--- config.mk ---
export PLATFORM = sky130hd
export DESIGN_NAME = rstseq_top
export DESIGN_NICKNAME = d
export VERILOG_FILES = /design/src/rtl/rstseq_pkg.sv /design/src/rtl/rstseq_countdown.sv /design/src/rtl/rstseq_cmd_decode.sv /design/src/rtl/rstseq_top.sv
export SDC_FILE = /design/constraint.sdc
export NUM_CORES = 1
export LEC_CHECK = 0
export BUFFER_PORTS_ARGS = -buffer_cell sky130_fd_sc_hd__buf_2
export CAP_MARGIN = 20
export CORE_AREA = 2 2 91 93
export DETAILED_ROUTE_END_ITERATION = 10
export DIE_AREA = 0 0 93 95
export SETUP_SLACK_MARGIN = 0.4
export SYNTH_ARGS = -nofsm -noshare
export SYNTH_HDL_FRONTEND = slang
export SYNTH_HIERARCHICAL = 1
export SYNTH_SLANG_ARGS = --single-unit
--- constraint.sdc ---
create_clock -name clk -period 4.3 [get_ports clk]
set_clock_uncertainty 0.1 [all_clocks]
set_input_delay 0.86 -clock clk [delete_from_list [all_inputs] [get_ports clk]]
set_output_delay 0.86 -clock clk [all_outputs]
set_load 0.03 [all_outputs]
--- src/rtl/rstseq_pkg.sv ---
package rstseq_pkg;
   typedef enum logic [2:0] {
      PH_OFF,
      PH_OSC,
      PH_WIN,
      PH_STB,
      PH_RUN
   } phase_t;

   localparam int unsigned IMM_BIT   = 15;
   localparam int unsigned WARM_LOW  = 6;
   localparam int unsigned CODE_BITS = 16;
endpackage

--- src/rtl/rstseq_countdown.sv ---
module rstseq_countdown #(
   parameter int unsigned W = 8
) (
   input  logic         clk,
   input  logic         rst_n,
   input  logic         load,
   input  logic [W-1:0] load_val,
   input  logic         dec,
   output logic         zero
);
   logic [W-1:0] cnt_q;

   always_ff @(posedge clk or negedge rst_n) begin
      if (!rst_n)
         cnt_q <= '0;
      else if (load)
         cnt_q <= load_val;
      else if (dec && cnt_q != '0)
         cnt_q <= cnt_q - 1'b1;
   end

   assign zero = (cnt_q == '0);

   assert_no_wrap_R2 : assert property (@(posedge clk) disable iff (!rst_n)
      (dec && !load && cnt_q == '0) |=> (cnt_q == '0));
endmodule

--- src/rtl/rstseq_cmd_decode.sv ---
module rstseq_cmd_decode
   import rstseq_pkg::*;
#(
   parameter int unsigned ADDR_W    = 4,
   parameter int unsigned DATA_W    = 16,
   parameter int unsigned MODE_ADDR = 15,
   parameter int unsigned COLD_REG  = 0,
   parameter int unsigned WARM_REG  = 3
) (
   input  logic              wr_en,
   input  logic [ADDR_W-1:0] wr_addr,
   input  logic [DATA_W-1:0] wr_data,
   output logic              hit,
   output logic              imm,
   output logic              warm,
   output logic              fwd,
   output logic [ADDR_W-1:0] fwd_addr
);
   logic [DATA_W-1:0] rest;
   logic              addr_ok;

   always_comb begin
      rest          = wr_data;
      rest[IMM_BIT] = 1'b0;
   end

   assign addr_ok  = wr_en && (wr_addr == ADDR_W'(MODE_ADDR));
   assign warm     = (rest == DATA_W'(WARM_LOW));
   assign imm      = wr_data[IMM_BIT];
   assign hit      = addr_ok && (warm || rest == '0);
   assign fwd      = imm || warm;
   assign fwd_addr = warm ? ADDR_W'(WARM_REG) : ADDR_W'(COLD_REG);
endmodule

--- src/rtl/rstseq_top.sv ---
module rstseq_top
   import rstseq_pkg::*;
#(
   parameter int unsigned OSC_CYC      = 81920,
   parameter int unsigned WIN_CYC      = 8192,
   parameter int unsigned ADDR_W       = 4,
   parameter int unsigned DATA_W       = 16,
   parameter int unsigned MODE_ADDR    = 15,
   parameter int unsigned COLD_REG     = 0,
   parameter int unsigned WARM_REG     = 3,
   parameter bit          PROMOTE_WARM = 1'b1
) (
   input  logic              clk,
   input  logic              por_n,
   input  logic              rst_pin_n,
   input  logic              wr_en,
   input  logic [ADDR_W-1:0] wr_addr,
   input  logic [DATA_W-1:0] wr_data,
   output logic              pwr_on,
   output logic              clk_on,
   output logic              clear_all,
   output logic              clear_keep,
   output logic              run_en,
   output logic              fwd_wr_en,
   output logic [ADDR_W-1:0] fwd_wr_addr,
   output logic [DATA_W-1:0] fwd_wr_data
);
   localparam int unsigned MAX_CYC = (OSC_CYC > WIN_CYC) ? OSC_CYC : WIN_CYC;
   localparam int unsigned CNT_W   = $clog2(MAX_CYC + 1);

   initial begin
      assert (OSC_CYC >= 1) else $error("OSC_CYC must be at least 1");
      assert (WIN_CYC >= 1) else $error("WIN_CYC must be at least 1");
      assert (DATA_W >= CODE_BITS) else $error("DATA_W too narrow for codes");
      assert (MODE_ADDR < (1 << ADDR_W)) else $error("MODE_ADDR out of range");
      assert (WARM_REG < (1 << ADDR_W) && COLD_REG < (1 << ADDR_W))
         else $error("target register out of range");
   end

   phase_t            ph_q, ph_d;
   logic              t_load, t_dec, t_zero;
   logic [CNT_W-1:0]  t_val;
   logic              d_hit, d_imm, d_warm, d_fwd;
   logic [ADDR_W-1:0] d_faddr;
   logic              locked_q, lock_warm_q, stb_warm_q, cold_done_q;
   logic              take, warm_req, warm_ok;

   rstseq_countdown #(.W(CNT_W)) u_timer (
      .clk      (clk),
      .rst_n    (rst_pin_n),
      .load     (t_load),
      .load_val (t_val),
      .dec      (t_dec),
      .zero     (t_zero)
   );

   rstseq_cmd_decode #(
      .ADDR_W    (ADDR_W),
      .DATA_W    (DATA_W),
      .MODE_ADDR (MODE_ADDR),
      .COLD_REG  (COLD_REG),
      .WARM_REG  (WARM_REG)
   ) u_dec (
      .wr_en    (wr_en),
      .wr_addr  (wr_addr),
      .wr_data  (wr_data),
      .hit      (d_hit),
      .imm      (d_imm),
      .warm     (d_warm),
      .fwd      (d_fwd),
      .fwd_addr (d_faddr)
   );

   assign take     = (ph_q == PH_WIN) && d_hit && !locked_q;
   assign warm_req = locked_q ? lock_warm_q : (take && d_warm);

   generate
      if (PROMOTE_WARM) begin : g_promote
         assign warm_ok = warm_req && cold_done_q;
         assert_warm_needs_cold_R9 : assert property (@(posedge clk)
            disable iff (!rst_pin_n) clear_keep |-> cold_done_q);
      end else begin : g_trust
         assign warm_ok = warm_req;
      end
   endgenerate

   always_comb begin
      ph_d   = ph_q;
      t_load = 1'b0;
      t_dec  = 1'b0;
      t_val  = '0;
      unique case (ph_q)
         PH_OFF: begin
            ph_d   = PH_OSC;
            t_load = 1'b1;
            t_val  = CNT_W'(OSC_CYC - 1);
         end
         PH_OSC: begin
            if (t_zero) begin
               ph_d   = PH_WIN;
               t_load = 1'b1;
               t_val  = CNT_W'(WIN_CYC - 1);
            end else begin
               t_dec = 1'b1;
            end
         end
         PH_WIN: begin
            if ((take && d_imm) || t_zero) ph_d = PH_STB;
            else                           t_dec = 1'b1;
         end
         PH_STB:  ph_d = PH_RUN;
         PH_RUN:  ph_d = PH_RUN;
         default: ph_d = PH_OFF;
      endcase
   end

   always_ff @(posedge clk or negedge rst_pin_n) begin
      if (!rst_pin_n) begin
         ph_q        <= PH_OFF;
         locked_q    <= 1'b0;
         lock_warm_q <= 1'b0;
         stb_warm_q  <= 1'b0;
      end else begin
         ph_q <= ph_d;
         if (take) begin
            locked_q    <= 1'b1;
            lock_warm_q <= d_warm;
         end
         if (ph_q == PH_WIN && ph_d == PH_STB)
            stb_warm_q <= warm_ok;
      end
   end

   always_ff @(posedge clk or negedge por_n) begin
      if (!por_n)
         cold_done_q <= 1'b0;
      else if (rst_pin_n && ph_q == PH_STB && !stb_warm_q)
         cold_done_q <= 1'b1;
   end

   always_ff @(posedge clk or negedge rst_pin_n) begin
      if (!rst_pin_n) begin
         fwd_wr_en   <= 1'b0;
         fwd_wr_addr <= '0;
         fwd_wr_data <= '0;
      end else begin
         fwd_wr_en   <= (ph_q == PH_RUN && wr_en) || (take && d_fwd);
         fwd_wr_addr <= (ph_q == PH_RUN) ? wr_addr : d_faddr;
         fwd_wr_data <= wr_data;
      end
   end

   assign pwr_on     = (ph_q != PH_OFF);
   assign clk_on     = (ph_q == PH_WIN) || (ph_q == PH_STB) || (ph_q == PH_RUN);
   assign clear_all  = (ph_q == PH_STB) && !stb_warm_q;
   assign clear_keep = (ph_q == PH_STB) && stb_warm_q;
   assign run_en     = (ph_q == PH_RUN);

   assert_pin_low_off_R1 : assert property (@(posedge clk) disable iff (!por_n)
      !rst_pin_n |-> (!pwr_on && !run_en && !fwd_wr_en));
   assert_strobe_excl_R11 : assert property (@(posedge clk) disable iff (!rst_pin_n)
      !(clear_all && clear_keep));
   assert_strobe_then_run_R11 : assert property (@(posedge clk) disable iff (!rst_pin_n)
      (clear_all || clear_keep) |=> (run_en && !clear_all && !clear_keep));
   assert_run_holds_R11 : assert property (@(posedge clk) disable iff (!rst_pin_n)
      run_en |=> run_en);
   assert_clk_before_run_R2 : assert property (@(posedge clk) disable iff (!rst_pin_n)
      $rose(clk_on) |-> ($past(pwr_on) && !run_en));
   assert_fwd_only_late_R8 : assert property (@(posedge clk) disable iff (!rst_pin_n)
      fwd_wr_en |-> clk_on);
endmodule

==> results of run 1 <==
==> power breakdown <==
group	leakage (uW)	switching, uW	internal [uW]	total (uW)
Combinational	0.000599	39.8	20.5	60.3
Sequential	0.000526	3.09	432	435
Clock	0.0000452	159	119	277
==> layout make-up <==
class	instances	area, um2	area share (%)
clock inverter	3	25.02	0.9079
timing repair buffer	51	280.3	10.17
tap	105	131.4	4.766
multi-input combinational	159	1095	39.72
sequential	45	1126	40.85
clock buffer	5	68.82	2.497
inverter	8	30.03	1.089
==> registers in the layout (all words and copies together) (netlist names) <==
signal	count
cold_done_q	1
fwd_wr_addr	4
fwd_wr_data	16
fwd_wr_en	1
lock_warm_q	1
locked_q	1
ph_q	3
stb_warm_q	1
u_timer/cnt_q	17
==> cells by family after synthesis <==
group,synth area share [%]
flip-flops,48.75
XOR/XNOR,0.3793
adder cells (fa/ha/maj),0.5416
multiplexers,3.088
AO/OA/AOI/OAI,14.95
other,0.3251
AND/OR/NAND/NOR,27.14
buffers and inverters,4.821
==> placed cells by master, fill, tap and decap left out, types with 5 or more instances in the layout <==
cell / instances
a21oi_1: 5
a31oi_1: 11
buf_2: 49
clkbuf_8: 5
dfrtp_1: 45
inv_1: 7
nand2_1: 16
nand2b_1: 5
nand3_1: 8
nand4_1: 5
nor2_1: 15
nor3_1: 8
o21ai_0: 11
o41ai_1: 5
or4_1: 7
==> routing by layer <==
layer	routed length, um	part of all wire (%)	global-route usage [%]	vias up
met5	0	0	0	-
met4	31	0.61	3.431	0
met3	267	5.3	3.192	4
met2	2449	48	20.89	50
met1	2334	46	16.47	916
li1	-	-	-	919
==> worst paths after layout <==
check / end / slack (ps) / cells past startpoint
max: u_timer/cnt_q[5] / 830 / 11
min: cold_done_q / 220 / 1
max reg2reg: u_timer/cnt_q[5] / 840 / 10
min reg2reg: cold_done_q / 390 / 1
max in group asynchronous: fwd_wr_addr[0] / 3170 / 2
min in group clk: cold_done_q / 390 / 1
==> per-stage QoR <==
step	area, um2	std cells	hold slack, ps
global route	2756	376	190.6
global placement	2633	367	380.4
detailed placement	2633	367	380.4
floorplan	2317	225	349.6
finish	2756	376	215.7
CTS	2726	375	201.1
==> repair_timing <==
item,CTS,global route
gates resized for setup,0,1
buffers inserted,0,0
endpoints found under the setup margin,0,4
hold buffers,0,0
==> results_tabular.tex, run 1 <==
\begin{tabular}{lr}
\hline
Metric & Value \\
\hline
\multicolumn{2}{l}{\textbf{STA}} \\
\quad Achievable Freq & 288.0 MHz \\
\quad Final hold violations & 0 \\
\quad RSZ-0062 raised after global routing & false \\
\quad Sum Neg Setup Slack & 0 ps \\
\quad Final setup slack of the worst path & 828.2 ps \\
\quad Relative slew margins & 34.15\% \\
\quad Final setup violation count & 0 \\
\quad Slew at the pin closest to its max-slew limit & 980.2 ps \\
\quad Final-report max-slew violation count & 0 \\
\quad Final worst path period need & 3472 ps \\
\quad Final clock period utilization by the worst path & 80.74\% \\
\multicolumn{2}{l}{\textbf{Logic synthesis}} \\
\quad Number of library cell types mapped by synthesis & 55 \\
\quad Commonest cells post-synth & 45 x dfrtp\_1, 16 x nand2\_1, 16 x nor2\_1 \\
\quad Post-Syn Area per Cell & 10.36 um2 \\
\quad Biggest area consumer among synthesized cells & dfrtp\_1 \\
\quad Commonest register cell after synthesis & dfrtp\_1 \\
\quad Post-Syn Instances & 223 \\
\quad Area of the mapped netlist & 2310 um2 \\
\quad Count of synthesis-stage warnings from yosys & 6 \\
\quad \#FFs+latches synth & 45 \\
\quad Share of the synthesized area in the top cell type & 48.75\% \\
\quad Top area cells in the synthesized netlist & dfrtp\_1 49\%, a31oi\_1 3.0\%, mux2\_4 2.6\% \\
\quad Sequential area share after synthesis & 48.75\% \\
\quad Share of flip-flops with an asynchronous set or reset after synthesis & 100.0\% \\
\quad Number of enable flip-flop cells after synthesis & 0 \\
\quad Top-count cell post-synth & dfrtp\_1 \\
\multicolumn{2}{l}{\textbf{Floorplan}} \\
\quad Initial core utilization & 29.14\% \\
\quad Number of core rows & 33 \\
\quad Die span in x & 93 um \\
\quad Die height & 95 um \\
\quad Total die area & 8835 um2 \\
\quad Core Box Area & 7928 um2 \\
\quad IO Pins & 50 \\
\multicolumn{2}{l}{\textbf{Critical path}} \\
\quad Required @ worst endpoint & 4370 ps \\
\quad Delay of the slowest critical-path stage & 750 ps \\
\quad Sort of element at the end of the critical path & flip-flop \\
\quad Crit-path slowest cell & nor3\_1 \\
\quad Highest fanout seen on the critical path & 11 \\
\quad Count of buffering cells on the critical path with inverters included & 2 \\
\quad Worst setup path class & in -> reg \\
\quad Worst path top cell family by delay & simple AND/OR/NAND/NOR gates \\
\quad Reg-to-reg critical path startpoint & u\_timer/cnt\_q[0] \\
\quad Setup crit start kind & input pin \\
\quad Cell chain of the critical path & buf\_2, xor2\_1, nor4\_1, and4bb\_2, nand2\_1, a21oi\_1, nor3\_1, inv\_1, or4\_1, a31oi\_1, o41ai\_1 \\
\quad Crit. Startpoint & wr\_data[1] \\
\quad Arrival @ worst endpoint & 3550 ps \\
\multicolumn{2}{l}{\textbf{Placed design}} \\
\quad Port Buffers & 49 \\
\quad HPWL after detailed placement & 3610 um \\
\quad Placer congestion estimate & 0.8282 \\
\quad Pre-CTS setup slack & 486.4 ps \\
\multicolumn{2}{l}{\textbf{Global routing}} \\
\quad Total global-route track usage & 12.61\% \\
\quad Remaining global-route overflow & 0 \\
\quad Via count of the first global-routing pass & 1,939 \\
\quad Pin count of the biggest net entering global routing & 46 \\
\quad Initial antenna violation count & 0 \\
\quad Wire length of the first global-routing pass & 9032 um \\
\multicolumn{2}{l}{\textbf{Power and ir drop}} \\
\quad Total power density per cell area & 280.4 nW/um2 \\
\quad Cell leakage power & 0.001170 uW \\
\quad Total power & 772.9 uW \\
\quad Max IR drop VDD & 0.1600 mV \\
\multicolumn{2}{l}{\textbf{Clock network}} \\
\quad CTS sink cnt & 45 \\
\quad Maximum clock insertion buffer count & 2 \\
\quad Clock transition at the registers of the reported paths & 90 ps \\
\quad CTS root buf & clkbuf\_8 \\
\quad Clk\_lat worst skew & 300 ps \\
\quad Clock buffer count from CTS & 5 \\
\quad Depth of the CTS H-tree & 2 \\
\quad Clock tree from TritonCTS & done \\
\multicolumn{2}{l}{\textbf{Finish}} \\
\quad Final \#Nets & 295 \\
\quad FILL cells & 824 \\
\quad Post-layout util & 34.77\% \\
\quad Layout area overhead & 19.34\% \\
\quad Antenna Diode Count & 0 \\
\quad Layout cells sized above 1 & 30.26\% \\
\multicolumn{2}{l}{\textbf{Routing}} \\
\quad Initial detailed-routing violation count & 109 \\
\quad Average wire length per cell after detail routing & 13.52 um \\
\quad Via count & 1,889 \\
\quad Number of vias per cell after detailed routing & 5.024 \\
\quad Total length of routed wires & 5083 um \\
\quad Number of detailed-route iterations in the first pass & 6 \\
\quad Post-route ant nets & 0 \\
\quad DR DRC count & 0 \\
\multicolumn{2}{l}{\textbf{Run}} \\
\quad Max-Cap Viols & 0 \\
\multicolumn{2}{l}{\textbf{Run status}} \\
\quad Result of the run & completed \\
\multicolumn{2}{l}{\textbf{Worst hold path}} \\
\quad Worst min-delay path category & in -> async \\
\hline
\end{tabular}
Note: power is estimated with default switching activity, not from simulation.
==> inputs of run 2 (changes only) <==
clock period = 3.4 ns   (was 4.3 ns; I/O delays follow)
==> run 2 against run 1 <==
Against the previous run:
- combinational power up 24%
- sequential power is 26% higher
- worst setup slack got worse by 250 ps
- global-route usage increased by 0.60 points
- critical path depth grew 1
- register-to-register slack got worse by 240 ps
- first-iteration DRC count decreased by 15%
- via count grew 0.74%
- die area is the same
- count of clock-buffer cells in the layout unchanged
- sequential share of layout area decreased by 1.1 points
- critical endpoint is now u_timer/cnt_q[15]
==> results_tabular.tex, run 2 (synthesis gave the netlist of run 1 again) <==
\begin{tabular}{lr}
\hline
Metric & Value \\
\hline
\multicolumn{2}{l}{\textbf{STA}} \\
\quad RSZ-0062 raised after global routing & false (unchanged) \\
\quad Final hold violations & 0 (unchanged) \\
\quad Final worst path period need & 2821 ps \\
\quad Final setup violation count & 0 (unchanged) \\
\quad Final clock period utilization by the worst path & 82.97\% \\
\quad Sum Neg Setup Slack & 0 ps (unchanged) \\
\quad Final-report max-slew violation count & 0 (unchanged) \\
\quad Slew at the pin closest to its max-slew limit & 605.0 ps (was 980.2 ps) \\
\quad Final setup slack of the worst path & 578.9 ps (was 828.2 ps) \\
\quad Achievable Freq & 354.5 MHz \\
\quad Relative slew margins & 59.36\% (was 34.15\%) \\
\multicolumn{2}{l}{\textbf{Finish}} \\
\quad Most flop-heavy register & u\_timer/cnt\_q (unchanged) \\
\quad Layout cells sized above 1 & 32.97\% (was 30.26\%) \\
\quad Final \#Nets & 300 (was 295) \\
\quad Registers with the most flip-flops & u\_timer/cnt\_q (17), fwd\_wr\_data (16), fwd\_wr\_addr (4) (unchanged) \\
\quad Post-layout util & 35.75\% (was 34.77\%) \\
\quad Antenna Diode Count & 0 (unchanged) \\
\quad Layout area overhead & 22.70\% (was 19.34\%) \\
\quad Commonest non-fill, non-tap cell in the layout & buf\_2 (unchanged) \\
\quad Max reg flops & 17 (unchanged) \\
\quad Commonest cells after routing, fill and taps aside & 49 x buf\_2, 45 x dfrtp\_1, 16 x nand2\_1 (unchanged) \\
\multicolumn{2}{l}{\textbf{Floorplan}} \\
\quad Die span in x & 93 um (unchanged) \\
\quad Initial core utilization & 29.14\% (unchanged) \\
\quad Die height & 95 um (unchanged) \\
\quad Number of core rows & 33 (unchanged) \\
\quad Total die area & 8835 um2 (unchanged) \\
\quad IO Pins & 50 (unchanged) \\
\quad Core Box Area & 7928 um2 (unchanged) \\
\multicolumn{2}{l}{\textbf{Routing}} \\
\quad DR DRC count & 0 (unchanged) \\
\quad Average wire length per cell after detail routing & 14.18 um (was 13.52 um) \\
\quad Total length of routed wires & 5404 um (was 5083 um) \\
\quad Via count & 1,903 (was 1,889) \\
\quad Post-route ant nets & 0 (unchanged) \\
\quad Number of vias per cell after detailed routing & 4.995 (was 5.024) \\
\quad Initial detailed-routing violation count & 93 (was 109) \\
\quad Number of detailed-route iterations in the first pass & 4 (was 6) \\
\multicolumn{2}{l}{\textbf{Critical path}} \\
\quad Arrival @ worst endpoint & 2960 ps (was 3550 ps) \\
\quad Worst setup slack for register-to-register paths & 600 ps (was 840 ps) \\
\quad Cell chain of the critical path & buf\_2, nor4\_2, nand4\_1, nor4\_2, and4bb\_2, nand2\_1, a21oi\_1, nor3\_4, nor4b\_2, and2\_1, a31o\_2, a31oi\_1 (was buf\_2, xor2\_1, nor4\_1, and4bb\_2, nand2\_1, a21oi\_1, nor3\_1, inv\_1, or4\_1, a31oi\_1, o41ai\_1) \\
\quad Reg-to-reg critical path startpoint & u\_timer/cnt\_q[12] (was u\_timer/cnt\_q[0]) \\
\quad Worst reg2reg path depth & 10 (unchanged) \\
\quad Setup crit start kind & input pin (unchanged) \\
\quad Delay of the slowest critical-path stage & 310 ps (was 750 ps) \\
\quad Worst setup path class & in -> reg (unchanged) \\
\quad Crit-path slowest cell & nor4\_2 (was nor3\_1) \\
\quad Library cell appearing most often on the critical path & nor4\_2 \\
\quad Sort of element at the end of the critical path & flip-flop (unchanged) \\
\quad Highest fanout seen on the critical path & 5 (was 11) \\
\quad Required @ worst endpoint & 3540 ps (was 4370 ps) \\
\quad Terminus of the critical flop-to-flop path & u\_timer/cnt\_q[9] (was u\_timer/cnt\_q[5]) \\
\multicolumn{2}{l}{\textbf{Global routing}} \\
\quad Wire length of the first global-routing pass & 9232 um (was 9032 um) \\
\quad Remaining global-route overflow & 0 (unchanged) \\
\quad Total global-route track usage & 13.21\% (was 12.61\%) \\
\quad Via count of the first global-routing pass & 1,983 (was 1,939) \\
\quad Initial antenna violation count & 0 (unchanged) \\
\quad Pin count of the biggest net entering global routing & 45 (was 46) \\
\multicolumn{2}{l}{\textbf{Clock network}} \\
\quad CTS root buf & clkbuf\_8 (unchanged) \\
\quad Maximum clock insertion buffer count & 2 (unchanged) \\
\quad Clock tree from TritonCTS & done (unchanged) \\
\quad Clk\_lat worst skew & 310 ps (was 300 ps) \\
\quad Clock buffer count from CTS & 5 (unchanged) \\
\quad Clock transition at the registers of the reported paths & 100 ps (was 90 ps) \\
\quad Number of hold-repair buffers added at the cts stage & 0 (unchanged) \\
\quad CTS sink cnt & 45 (unchanged) \\
\quad Depth of the CTS H-tree & 2 (unchanged) \\
\multicolumn{2}{l}{\textbf{Placed design}} \\
\quad Placer congestion estimate & 0.8056 (was 0.8282) \\
\quad Pre-CTS setup slack & 110.6 ps (was 486.4 ps) \\
\quad Port Buffers & 49 (unchanged) \\
\quad HPWL after detailed placement & 3830 um (was 3610 um) \\
\multicolumn{2}{l}{\textbf{Run}} \\
\quad Max-Cap Viols & 0 (unchanged) \\
\multicolumn{2}{l}{\textbf{Run status}} \\
\quad Result of the run & completed (unchanged) \\
\multicolumn{2}{l}{\textbf{Power and ir drop}} \\
\quad Max IR drop VDD & 0.1668 mV (was 0.1600 mV) \\
\quad Total power density per cell area & 348.5 nW/um2 (was 280.4 nW/um2) \\
\quad Cell leakage power & 0.001230 uW (was 0.001170 uW) \\
\multicolumn{2}{l}{\textbf{Worst hold path}} \\
\quad Worst min-delay path category & in -> async (unchanged) \\
\hline
\end{tabular}
-- run 2: worst max-delay path: cells and delay by family --
family | cells | cell delay (ps)
AND/OR/NAND/NOR | 8 | 1510
buffers and inverters | 1 | 110
AO/OA/AOI/OAI | 3 | 650
-- run 2: area by class of cell --
type                       instances  area, um2
timing repair buffer              56      310.3
multi-input combinational        159       1139
fill                             823       5094
sequential                        45       1126
clock buffer                       5      68.82
clock inverter                     3      25.02
inverter                           8      33.78
tap                              105      131.4
-- run 2: where the power goes --
part | total, uW | internal [uW] | leakage [uW] | switching [uW]
combinational | 74.6 | 23.6 | 0.000659 | 51.1
sequential | 550 | 547 | 0.000526 | 3.41
clock | 363 | 150 | 0.0000452 | 213
-- run 2: worst max path at each step --
stage	depth (start not counted)	to	from	slack, ps
after floorplan	12	u_timer/cnt_q[0]	u_timer/cnt_q[0]	430
after global placement	12	u_timer/cnt_q[15]	wr_data[0]	150
after detailed placement	12	u_timer/cnt_q[15]	wr_data[0]	110
after CTS	11	u_timer/cnt_q[9]	u_timer/cnt_q[0]	410
after global routing	12	u_timer/cnt_q[15]	wr_data[0]	400
final	12	u_timer/cnt_q[15]	wr_data[0]	580
-- run 2: per-layer routing --
metal,GRT usage (%),part of all wire (%)
met1,16.48,46
met2,22.10,47
met3,4.070,6.1
met4,3.922,1.1
met5,0,0
-- run 2: what timing repair did --
action,CTS,global route
setup endpoints to repair,1,13
pin swaps,0,1
setup buffers,0,1
gates resized for setup,1,6
-- run 2: stage by stage --
stage / cell area (um2) / hold slack (ps) / total power [uW] / instances
after floorplan: 2338 / 284.4 / 595.1 / 225
after global placement: 2690 / 355.8 / 635.2 / 372
after detailed placement: 2690 / 356.1 / 636.3 / 372
after CTS: 2789 / 18.59 / 1001 / 380
after global routing: 2834 / 12.71 / 1025 / 381
final: 2834 / 28.36 / 987.7 / 381
